[src/rtl/irq_prio_pkg.sv]
package irq_prio_pkg;

    localparam int NUM_LVL  = 8;
    localparam int LVL_W    = $clog2(NUM_LVL);
    localparam int DATA_W   = 8;
    localparam int ADDR_W   = 3;
    localparam int BASE_W   = DATA_W - LVL_W;

    typedef logic [LVL_W-1:0] lvl_t;

    typedef enum logic [ADDR_W-1:0] {
        SEL_MASK = 3'd0,
        SEL_BASE = 3'd1,
        SEL_MODE = 3'd2,
        SEL_TRIG = 3'd3,
        SEL_EOI  = 3'd4
    } reg_sel_e;

    typedef struct packed {
        logic rotate;
        logic auto_eoi;
    } mode_t;

    typedef struct packed {
        logic valid;
        logic specific;
        lvl_t lvl;
    } eoi_cmd_t;

    typedef struct packed {
        logic valid;
        lvl_t lvl;
    } pick_t;

    // Lowest-priority level when rotation is off.
    function automatic lvl_t fixed_lowest();
        return lvl_t'(NUM_LVL - 1);
    endfunction

endpackage

[src/rtl/irq_prio_cfg.sv]
module irq_prio_cfg
    import irq_prio_pkg::*;
(
    input  logic                clk,
    input  logic                rst,
    input  logic                wr_en,
    input  logic [ADDR_W-1:0]   wr_addr,
    input  logic [DATA_W-1:0]   wr_data,
    output logic [NUM_LVL-1:0]  mask_q,
    output logic [NUM_LVL-1:0]  trig_q,
    output logic [BASE_W-1:0]   base_hi_q,
    output mode_t               mode_q,
    output eoi_cmd_t            eoi
);

    always_ff @(posedge clk) begin
        if (rst) begin
            mask_q    <= '0;
            trig_q    <= '0;
            base_hi_q <= '0;
            mode_q    <= '0;
        end else if (wr_en) begin
            case (reg_sel_e'(wr_addr))
                SEL_MASK: mask_q    <= wr_data[NUM_LVL-1:0];
                SEL_BASE: base_hi_q <= wr_data[DATA_W-1:LVL_W];
                SEL_MODE: mode_q    <= '{rotate: wr_data[1], auto_eoi: wr_data[0]};
                SEL_TRIG: trig_q    <= wr_data[NUM_LVL-1:0];
                default: ;
            endcase
        end
    end

    // End-of-service commands are not stored; they act on the write edge.
    always_comb begin
        eoi.valid    = wr_en && (reg_sel_e'(wr_addr) == SEL_EOI);
        eoi.specific = wr_data[LVL_W];
        eoi.lvl      = wr_data[LVL_W-1:0];
    end

endmodule

[src/rtl/irq_prio_capture.sv]
module irq_prio_capture
    import irq_prio_pkg::*;
#(
    parameter int SYNC_STAGES = 2
) (
    input  logic               clk,
    input  logic               rst,
    input  logic [NUM_LVL-1:0] irq_in,
    input  logic [NUM_LVL-1:0] trig_lvl,
    input  logic               take,
    input  lvl_t               take_lvl,
    output logic [NUM_LVL-1:0] req_q
);

    localparam int LAST = SYNC_STAGES - 1;

    logic [NUM_LVL-1:0] sync_q [SYNC_STAGES];
    logic [NUM_LVL-1:0] prev_q;

    always_ff @(posedge clk) begin
        if (rst) begin
            for (int s = 0; s < SYNC_STAGES; s++) sync_q[s] <= '0;
            prev_q <= '0;
        end else begin
            sync_q[0] <= irq_in;
            for (int s = 1; s < SYNC_STAGES; s++) sync_q[s] <= sync_q[s-1];
            prev_q <= sync_q[LAST];
        end
    end

    for (genvar g = 0; g < NUM_LVL; g++) begin : g_req
        always_ff @(posedge clk) begin
            if (rst) begin
                req_q[g] <= 1'b0;
            end else if (trig_lvl[g]) begin
                req_q[g] <= sync_q[LAST][g];
            end else if (sync_q[LAST][g] && !prev_q[g]) begin
                req_q[g] <= 1'b1;
            end else if (take && (take_lvl == lvl_t'(g))) begin
                req_q[g] <= 1'b0;
            end
        end
    end

endmodule

[src/rtl/irq_prio_pick.sv]
module irq_prio_pick
    import irq_prio_pkg::*;
(
    input  logic [NUM_LVL-1:0] bits,
    input  lvl_t               lowest,
    output pick_t              best,
    output lvl_t               best_rank
);

    // Scan from least to most urgent so the most urgent set bit wins.
    always_comb begin
        lvl_t cand;
        best      = '0;
        best_rank = '0;
        cand      = '0;
        for (int k = NUM_LVL - 1; k >= 0; k--) begin
            cand = lowest + lvl_t'(k) + lvl_t'(1);
            if (bits[cand]) begin
                best.valid = 1'b1;
                best.lvl   = cand;
                best_rank  = lvl_t'(k);
            end
        end
    end

endmodule

[src/rtl/irq_prio_ctrl.sv]
module irq_prio_ctrl
    import irq_prio_pkg::*;
#(
    parameter int SYNC_STAGES = 2
) (
    input  logic               clk,
    input  logic               rst,
    input  logic [NUM_LVL-1:0] irq_in,
    input  logic               wr_en,
    input  logic [ADDR_W-1:0]  wr_addr,
    input  logic [DATA_W-1:0]  wr_data,
    input  logic               ack,
    output logic               int_out,
    output logic [DATA_W-1:0]  vec_out
);

    logic [NUM_LVL-1:0] mask_q;
    logic [NUM_LVL-1:0] trig_q;
    logic [BASE_W-1:0]  base_hi_q;
    mode_t              mode_q;
    eoi_cmd_t           eoi;

    logic [NUM_LVL-1:0] req_q;
    logic [NUM_LVL-1:0] isr_q;
    logic [NUM_LVL-1:0] isr_d;
    lvl_t               low_q;
    lvl_t               lowest;
    logic [DATA_W-1:0]  vec_q;

    pick_t              pick [2];
    lvl_t               rank [2];
    logic [NUM_LVL-1:0] scan [2];

    logic               take;
    logic               eoi_hit;
    lvl_t               eoi_lvl;

    irq_prio_cfg u_cfg (
        .clk       (clk),
        .rst       (rst),
        .wr_en     (wr_en),
        .wr_addr   (wr_addr),
        .wr_data   (wr_data),
        .mask_q    (mask_q),
        .trig_q    (trig_q),
        .base_hi_q (base_hi_q),
        .mode_q    (mode_q),
        .eoi       (eoi)
    );

    irq_prio_capture #(.SYNC_STAGES(SYNC_STAGES)) u_capture (
        .clk      (clk),
        .rst      (rst),
        .irq_in   (irq_in),
        .trig_lvl (trig_q),
        .take     (take),
        .take_lvl (pick[0].lvl),
        .req_q    (req_q)
    );

    assign lowest  = mode_q.rotate ? low_q : fixed_lowest();
    assign scan[0] = req_q & ~mask_q;
    assign scan[1] = isr_q;

    // Picker 0 ranks forwardable requests, picker 1 ranks in-service levels.
    for (genvar p = 0; p < 2; p++) begin : g_pick
        irq_prio_pick u_pick (
            .bits      (scan[p]),
            .lowest    (lowest),
            .best      (pick[p]),
            .best_rank (rank[p])
        );
    end

    assign int_out = pick[0].valid && (!pick[1].valid || (rank[0] < rank[1]));
    assign take    = ack && int_out;

    always_comb begin
        eoi_lvl = eoi.specific ? eoi.lvl : pick[1].lvl;
        eoi_hit = eoi.valid && isr_q[eoi_lvl];
        isr_d   = isr_q;
        if (eoi_hit) isr_d[eoi_lvl] = 1'b0;
        if (take && !mode_q.auto_eoi) isr_d[pick[0].lvl] = 1'b1;
    end

    always_ff @(posedge clk) begin
        if (rst) begin
            isr_q <= '0;
            low_q <= fixed_lowest();
            vec_q <= '0;
        end else begin
            isr_q <= isr_d;
            if (take) vec_q <= {base_hi_q, pick[0].lvl};
            if (mode_q.rotate) begin
                if (take && mode_q.auto_eoi) low_q <= pick[0].lvl;
                else if (eoi_hit)           low_q <= eoi_lvl;
            end
        end
    end

    assign vec_out = vec_q;

endmodule

[config.mk]
export PLATFORM = sky130hd
export DESIGN_NAME = irq_prio_ctrl
export DESIGN_NICKNAME = d
export VERILOG_FILES = /design/src/rtl/irq_prio_pkg.sv /design/src/rtl/irq_prio_cfg.sv /design/src/rtl/irq_prio_capture.sv /design/src/rtl/irq_prio_pick.sv /design/src/rtl/irq_prio_ctrl.sv
export SDC_FILE = /design/constraint.sdc
export NUM_CORES = 1
export LEC_CHECK = 0
export ABC_CLOCK_PERIOD_IN_PS = 7100
export BUFFER_PORTS_ARGS = -buffer_cell sky130_fd_sc_hd__buf_2
export CORE_ASPECT_RATIO = 0.6
export CORE_UTILIZATION = 40
export CTS_CLUSTER_DIAMETER = 150
export DETAILED_ROUTE_END_ITERATION = 16
export SLEW_MARGIN = 20
export SYNTH_ARGS = -nofsm -noshare
export SYNTH_HDL_FRONTEND = slang
export SYNTH_SLANG_ARGS = --single-unit
[constraint.sdc]
create_clock -name clk -period 7.1 [get_ports clk]
set_clock_uncertainty 0.15 [all_clocks]
set_input_delay 1.065 -clock clk [delete_from_list [all_inputs] [get_ports clk]]
set_output_delay 1.065 -clock clk [all_outputs]
set_load 0.1 [all_outputs]
==> metrics.csv, run 1 <==
metric;value;unit
final.setup.tns;0;ps
n_antenna_cell;0;
reg2reg_from;u_cfg.mode_q[1]$_SDFFE_PP0P_;
peakVddDrop;137;uV
synth-edff-count;0;
firstDrtPassIters;5;
yosysWarnings;0;
syn_nets;619;
slew_violations;0;
p_int;0.853;mW
hold_buffers;0;
syn_area_per_cell;8.92;um^2
path_clk_slew;50;ps
setup_ws;802;ps
synth-seq-area-share;0.280;
placed_area;5540;um^2
final_area;5810;um^2
end_kind;output port;
drc_errors;0;
synthTopCellsByArea;dfxtp_1, mux4_2, mux2i_1;
final_layout_size_suffix_gt1_frac;0.194;
ant_nets;0;
p_seq_frac;0.355;
swShare;0.359;
p_sw;0.478;mW
cts_root_buffer;clkbuf_16;
timing.rr.end;isr_q[6]$_SDFF_PP0_;
cts_tree;yes;
post-route-period-util;0.887;
start_util;0.411;
hold_class;register to register;
grt_max_degree;45;
synthArstFlopShare;0;
drv_cap;0;
vias;4869;
synth_common_cells;dfxtp_1, nand2_1, a21oi_1;
clk_latency;330;ps
slew_headroom;0.464;
h-tree-depth;3;
numCtsBuffers;9;
grt_first_pass_wirelength;25.5;mm
die_area;13700;um^2
layout-area-overhead-vs-synth;9.97;%
cp.required;5880;ps
antenna_found_initial;0;
finalWeightedCongestion;0.944;
critical_path.startpoint;u_cfg.mode_q[1]$_SDFFE_PP0P_;
yosysTopAreaCell;dfxtp_1;
max_freq;0.159;GHz
fin_util;0.452;
postCtsSetupRepairBufs;0;
finalHoldViolations;0;
synth.ff_latch_count;74;
cp-start-kind;register;
place_ws;1190;ps
holdPathStages;1;
viasPerCell;6.23;
holdCritStartpoint;u_capture.sync_q[0][4]$_SDFF_PP0_;
core-area;12900;um^2
post_drt_wl_per_cell;20.8;um
fin_crit;6300;ps
power_frac_comb;0.332;
critPathKind;register to output port;
synth_top_area_frac;0.280;
setup_viol;0;
gr-total-overflow;0;
port-buffer-count;31;
leakage;2.15;nW
dp.final_hpwl;12.2;mm
synth_most_common_cell;dfxtp_1;
cts_resized;0;
r2r_cells;17;
die_w;150;um
rows;32;
power_density;229;nW/um^2
nets;635;
clock-sinks;74;
rsz0062_at_grt;false;
arrival;5080;ps
rrSetupSlack;1390;ps
run_status;finished, final reports clean;
min_delay_worst_endpoint;u_capture.sync_q[0][12]$_SDFF_PP0_;
drt_iter0_markers;498;
synth_ff_type;dfxtp_1;
p_clk_frac;0.313;
netlist_instances;592;
wl;16.2;mm
cp_max_fo;30;
grt_usage;0.247;
synth_area;5280;um^2
pin_count;32;
clk_path_buf_depth;2;
synth_cell_types;83;
grt_pass1_vias;4505;
power;1.33;mW
fp.dieH;91.0;um
tightest_slew;802;ps
-- worst max path at each step --
stage / slack (ps) / to / depth (start not counted)
6_report: 800 / int_out / 14
5_1_grt: 440 / int_out / 14
4_1_cts: 810 / int_out / 14
3_5_place_dp: 1190 / int_out / 14
3_3_place_gp: 1340 / int_out / 14
2_1_floorplan: 1110 / int_out / 17
-- metrics by stage --
stage	hold slack, ps	std cells
global placement	270	767
global route	311	782
finish	283	782
floorplan	264	592
detailed placement	272	767
CTS	286	782
-- critical path: stages (launching register included) --
cell and delay [ps]:
dfxtp_1 730, nand2b_4 410, ha_1 450, xnor2_1 210, buf_4 190, mux4_2 550
nor3_1 350, a21oi_1 110, or3_1 330, ha_1 310, inv_1 90, a211oi_1 50
a21o_1 190, o32ai_4 520, buf_12 250
-- layer usage --
metal	GRT usage	share of wire	vias to the layer above	wire length, um
li1	-	-	2225	-
met1	0.380	0.48	2383	7840
met2	0.328	0.40	244	6520
met3	0.0698	0.10	17	1700
met4	0.0648	0.011	0	176
met5	0	0	-	0
-- layout make-up --
| class | instances | area (um^2) |
|---|---|---|
| Inverter | 21 | 81.3 |
| Clock inverter | 2 | 12.5 |
| Sequential cell | 74 | 1480 |
| Tap cell | 170 | 213 |
| Multi-Input combinational cell | 461 | 3520 |
| Timing Repair Buffer | 41 | 245 |
| Clock buffer | 13 | 260 |
| Fill cell | 1227 | 7040 |
-- registers in the layout, summed over array words and instances (netlist names), 3 cells and up --
register	cells
u_capture.sync_q	16
isr_q	8
u_capture.prev_q	8
u_capture.req_q	8
u_cfg.mask_q	8
u_cfg.trig_q	8
vec_out	8
u_cfg.base_hi_q	5
low_q	3
-- cells by family (layout without fill, tap and decap cells) --
group | after synthesis | in the layout | share of synthesized area
AOI/OAI and AO/OA | 152 | 152 | 0.189
xor gates and xnor gates | 5 | 5 | 0.0126
adders and majority gates | 4 | 4 | 0.00947
buffers and inverters | 57 | 77 | 0.0540
DFF | 74 | 74 | 0.280
muxes | 88 | 88 | 0.245
and+or+nand+nor | 212 | 212 | 0.210
-- power groups by stage --
stage	clock (mW)	combinational, mW	sequential (mW)
after floorplan	0	0.304	0.486
after global placement	0	0.428	0.479
after detailed placement	0	0.430	0.479
after CTS	0.427	0.434	0.470
after global routing	0.448	0.474	0.474
final	0.417	0.441	0.472
-- cell usage in the layout, fill, tap and decap left out, types with 4 or more instances in the layout --
cell type	n
mux4_2	30
inv_1	18
mux2_2	12
nand2_1	66
o21ai_0	29
buf_4	10
or3_1	4
a31oi_1	8
buf_2	30
mux2i_1	41
o211ai_1	4
dfxtp_1	74
nand2b_1	12
o21ai_1	6
clkbuf_16	9
o31ai_1	5
nor2b_1	37
o22ai_1	4
and3_1	5
ha_1	4
a22oi_1	6
nand3_1	12
nor2_1	32
o2111ai_1	4
a211oi_1	6
a21oi_1	47
nor3_1	16
Power figures use the tool's default switching activity.
==> run 2: changes to the inputs <==
--- a/config.mk
+++ b/config.mk
@@ -8,6 +8,7 @@
 export ABC_CLOCK_PERIOD_IN_PS = 7100
 export BUFFER_PORTS_ARGS = -buffer_cell sky130_fd_sc_hd__buf_2
 export CORE_ASPECT_RATIO = 0.6
+export CORE_MARGIN = 3
 export CORE_UTILIZATION = 40
 export CTS_CLUSTER_DIAMETER = 150
 export DETAILED_ROUTE_END_ITERATION = 16
==> run 2 against run 1 <==
Against the previous run: first-iteration DRC count increased by 8.2%; sequential share of layout area is 0.060 points lower; critical path depth unchanged; register-to-register slack is essentially flat; sequential power about the same; fmax down 0.17%; clock power grew 7.2%.
==> metrics.csv, run 2 (synthesized netlist as in run 1, its figures left out) <==
metric;value;unit;change
finalNonFillerCells;777;;was 782
rows;31;;was 32
layout_commonest_cell;dfxtp_1;;unchanged
post-place-cells;761;;was 767
busiest_layer;met1;;unchanged
die_w;154;um;was 150 um
grt_pass1_vias;4408;;was 4505
final_layout_size_suffix_gt1_frac;0.198;;was 0.194
die_area;14700;um^2;was 13700 um^2
drt_iter0_markers;539;;was 498
numCtsBuffers;9;;unchanged
setup_ws;791;ps;was 802 ps
peakVddDrop;119;uV;was 137 uV
port-buffer-count;31;;unchanged
max_stage_delay;760;ps;was 730 ps
leakage;2.17;nW;was 2.15 nW
crit_path_cell_trace;nand2b_4 > ha_1 > xnor2_1 > buf_4 > mux4_2 > nor3_1 > a21oi_1 > or3_1 > ha_1 > inv_1 > a211oi_1 > a21o_1 > o32ai_4 > buf_12;;unchanged
drv_cap;0;;unchanged
antenna_found_initial;0;;unchanged
firstDrtPassIters;5;;unchanged
finalHoldViolations;0;;unchanged
cp_max_fo;30;;unchanged
cp_slowest_cell;dfxtp_1;;unchanged
end_kind;output port;;unchanged
slew_headroom;0.372;;was 0.464
grt_usage;0.220;;was 0.247
drc_errors;0;;unchanged
nets;634;;was 635
layout-area-overhead-vs-synth;10.2;%;was 9.97%
viasPerCell;6.14;;was 6.23
holdPathStages;1;;unchanged
dp.final_hpwl;11.9;mm;was 12.2 mm
tightest_slew;924;ps;was 802 ps
h-tree-depth;3;;unchanged
gr-total-overflow;0;;unchanged
grtUsageMet1;0.339;;was 0.380
setup_viol;0;;unchanged
n_antenna_cell;0;;unchanged
grt_first_pass_wirelength;25.0;mm;was 25.5 mm
cp-start-kind;register;;unchanged
hold_class;register to register;;unchanged
post-route-period-util;0.889;;was 0.887
top_register;u_capture.sync_q;;unchanged
post_drt_wl_per_cell;20.4;um;was 20.8 um
ant_nets;0;;unchanged
vias;4771;;was 4869
grt_max_degree;46;;was 45
cp.required;5880;ps;about the same
fp.dieH;95.0;um;was 91.0 um
wl;15.9;mm;was 16.2 mm
power_density;233;nW/um^2;was 229 nW/um^2
cts_root_buffer;clkbuf_16;;unchanged
start_util;0.423;;was 0.411
critPathKind;register to output port;;unchanged
hold_slack;283;ps;about the same
clk_latency;330;ps;about the same
finalWeightedCongestion;1.05;;was 0.944
rsz0062_at_grt;false;;unchanged
grt_use_met2;0.294;;was 0.328
final.setup.tns;0;ps;unchanged
largest_reg_flops;16;;unchanged
place_ws;1210;ps;was 1190 ps
clock-sinks;74;;unchanged
arrival;5090;ps;was 5080 ps
cts_tree;yes;;unchanged
max_freq;0.159;GHz;about the same
met3_usage;0.0757;;was 0.0698
n_fill_cell;1204;;was 1227
run_status;finished, final reports clean;;unchanged
clk_path_buf_depth;2;;unchanged
path_clk_slew;60;ps;was 50 ps
hold_buffers;0;;unchanged
critPathMostFrequentCell;ha_1;;unchanged
slew_violations;0;;unchanged
final_cell_mix;dfxtp_1, nand2_1, a21oi_1, mux2i_1, nor2b_1;;unchanged
pin_count;32;;unchanged
core-area;12500;um^2;was 12900 um^2
r2r_cells;17;;unchanged
cts_resized;0;;unchanged
postCtsSetupRepairBufs;0;;unchanged
fin_crit;6310;ps;was 6300 ps
-- run 2: final timing paths --
kind	start	endpoint	slack [ps]
hold / removal	u_capture.sync_q[0][7]$_SDFF_PP0_	u_capture.sync_q[0][15]$_SDFF_PP0_	280
setup / recovery	u_cfg.mode_q[1]$_SDFFE_PP0P_	int_out	790
setup reg to reg	u_cfg.mode_q[1]$_SDFFE_PP0P_	isr_q[6]$_SDFF_PP0_	1390
hold reg to reg	u_capture.sync_q[0][7]$_SDFF_PP0_	u_capture.sync_q[0][15]$_SDFF_PP0_	280
-- run 2: cell type report --
class	instances	area, um^2	share of cell area
well taps	165	206	0.0355
multi-input cells	461	3520	0.604
inverters	21	81.3	0.0140
flip-flops and latches	74	1480	0.254
repair buffers	40	238	0.0408
clock buffers	11	243	0.0417
clock inverters	5	53.8	0.00924
-- run 2: routing by layer --
metal,wire length [um],part of all wire
met5,0,0
met1,7650,0.48
met2,6170,0.39
met3,1940,0.12
met4,119,0.0075
-- run 2: worst max-delay path, delay by kind of cell (launching register included) --
family | cells | cell delay (ps)
AOI/OAI and AO/OA | 4 | 880
xor gates and xnor gates | 1 | 190
adders and majority gates | 2 | 760
buffers and inverters | 3 | 520
DFF | 1 | 760
muxes | 1 | 530
and+or+nand+nor | 3 | 1090
-- run 2: per-stage QoR --
| step | util | power, mW | instance area (um^2) |
|---|---|---|---|
| 2_1_floorplan | - | 0.790 | 5280 |
| 4_1_cts | 0.466 | 1.36 | 5820 |
| 3_5_place_dp | 0.442 | 0.909 | 5530 |
| 3_3_place_gp | 0.442 | 0.907 | 5530 |
| 5_1_grt | 0.466 | 1.42 | 5820 |
| 6_report | 0.466 | 1.36 | 5820 |
-- run 2: power by group --
group	switching (mW)	internal, mW	total [mW]	leakage [nW]
Clock	0.167	0.280	0.447	0.149
Sequential	0.0356	0.438	0.473	0.603
Combinational	0.277	0.162	0.439	1.42
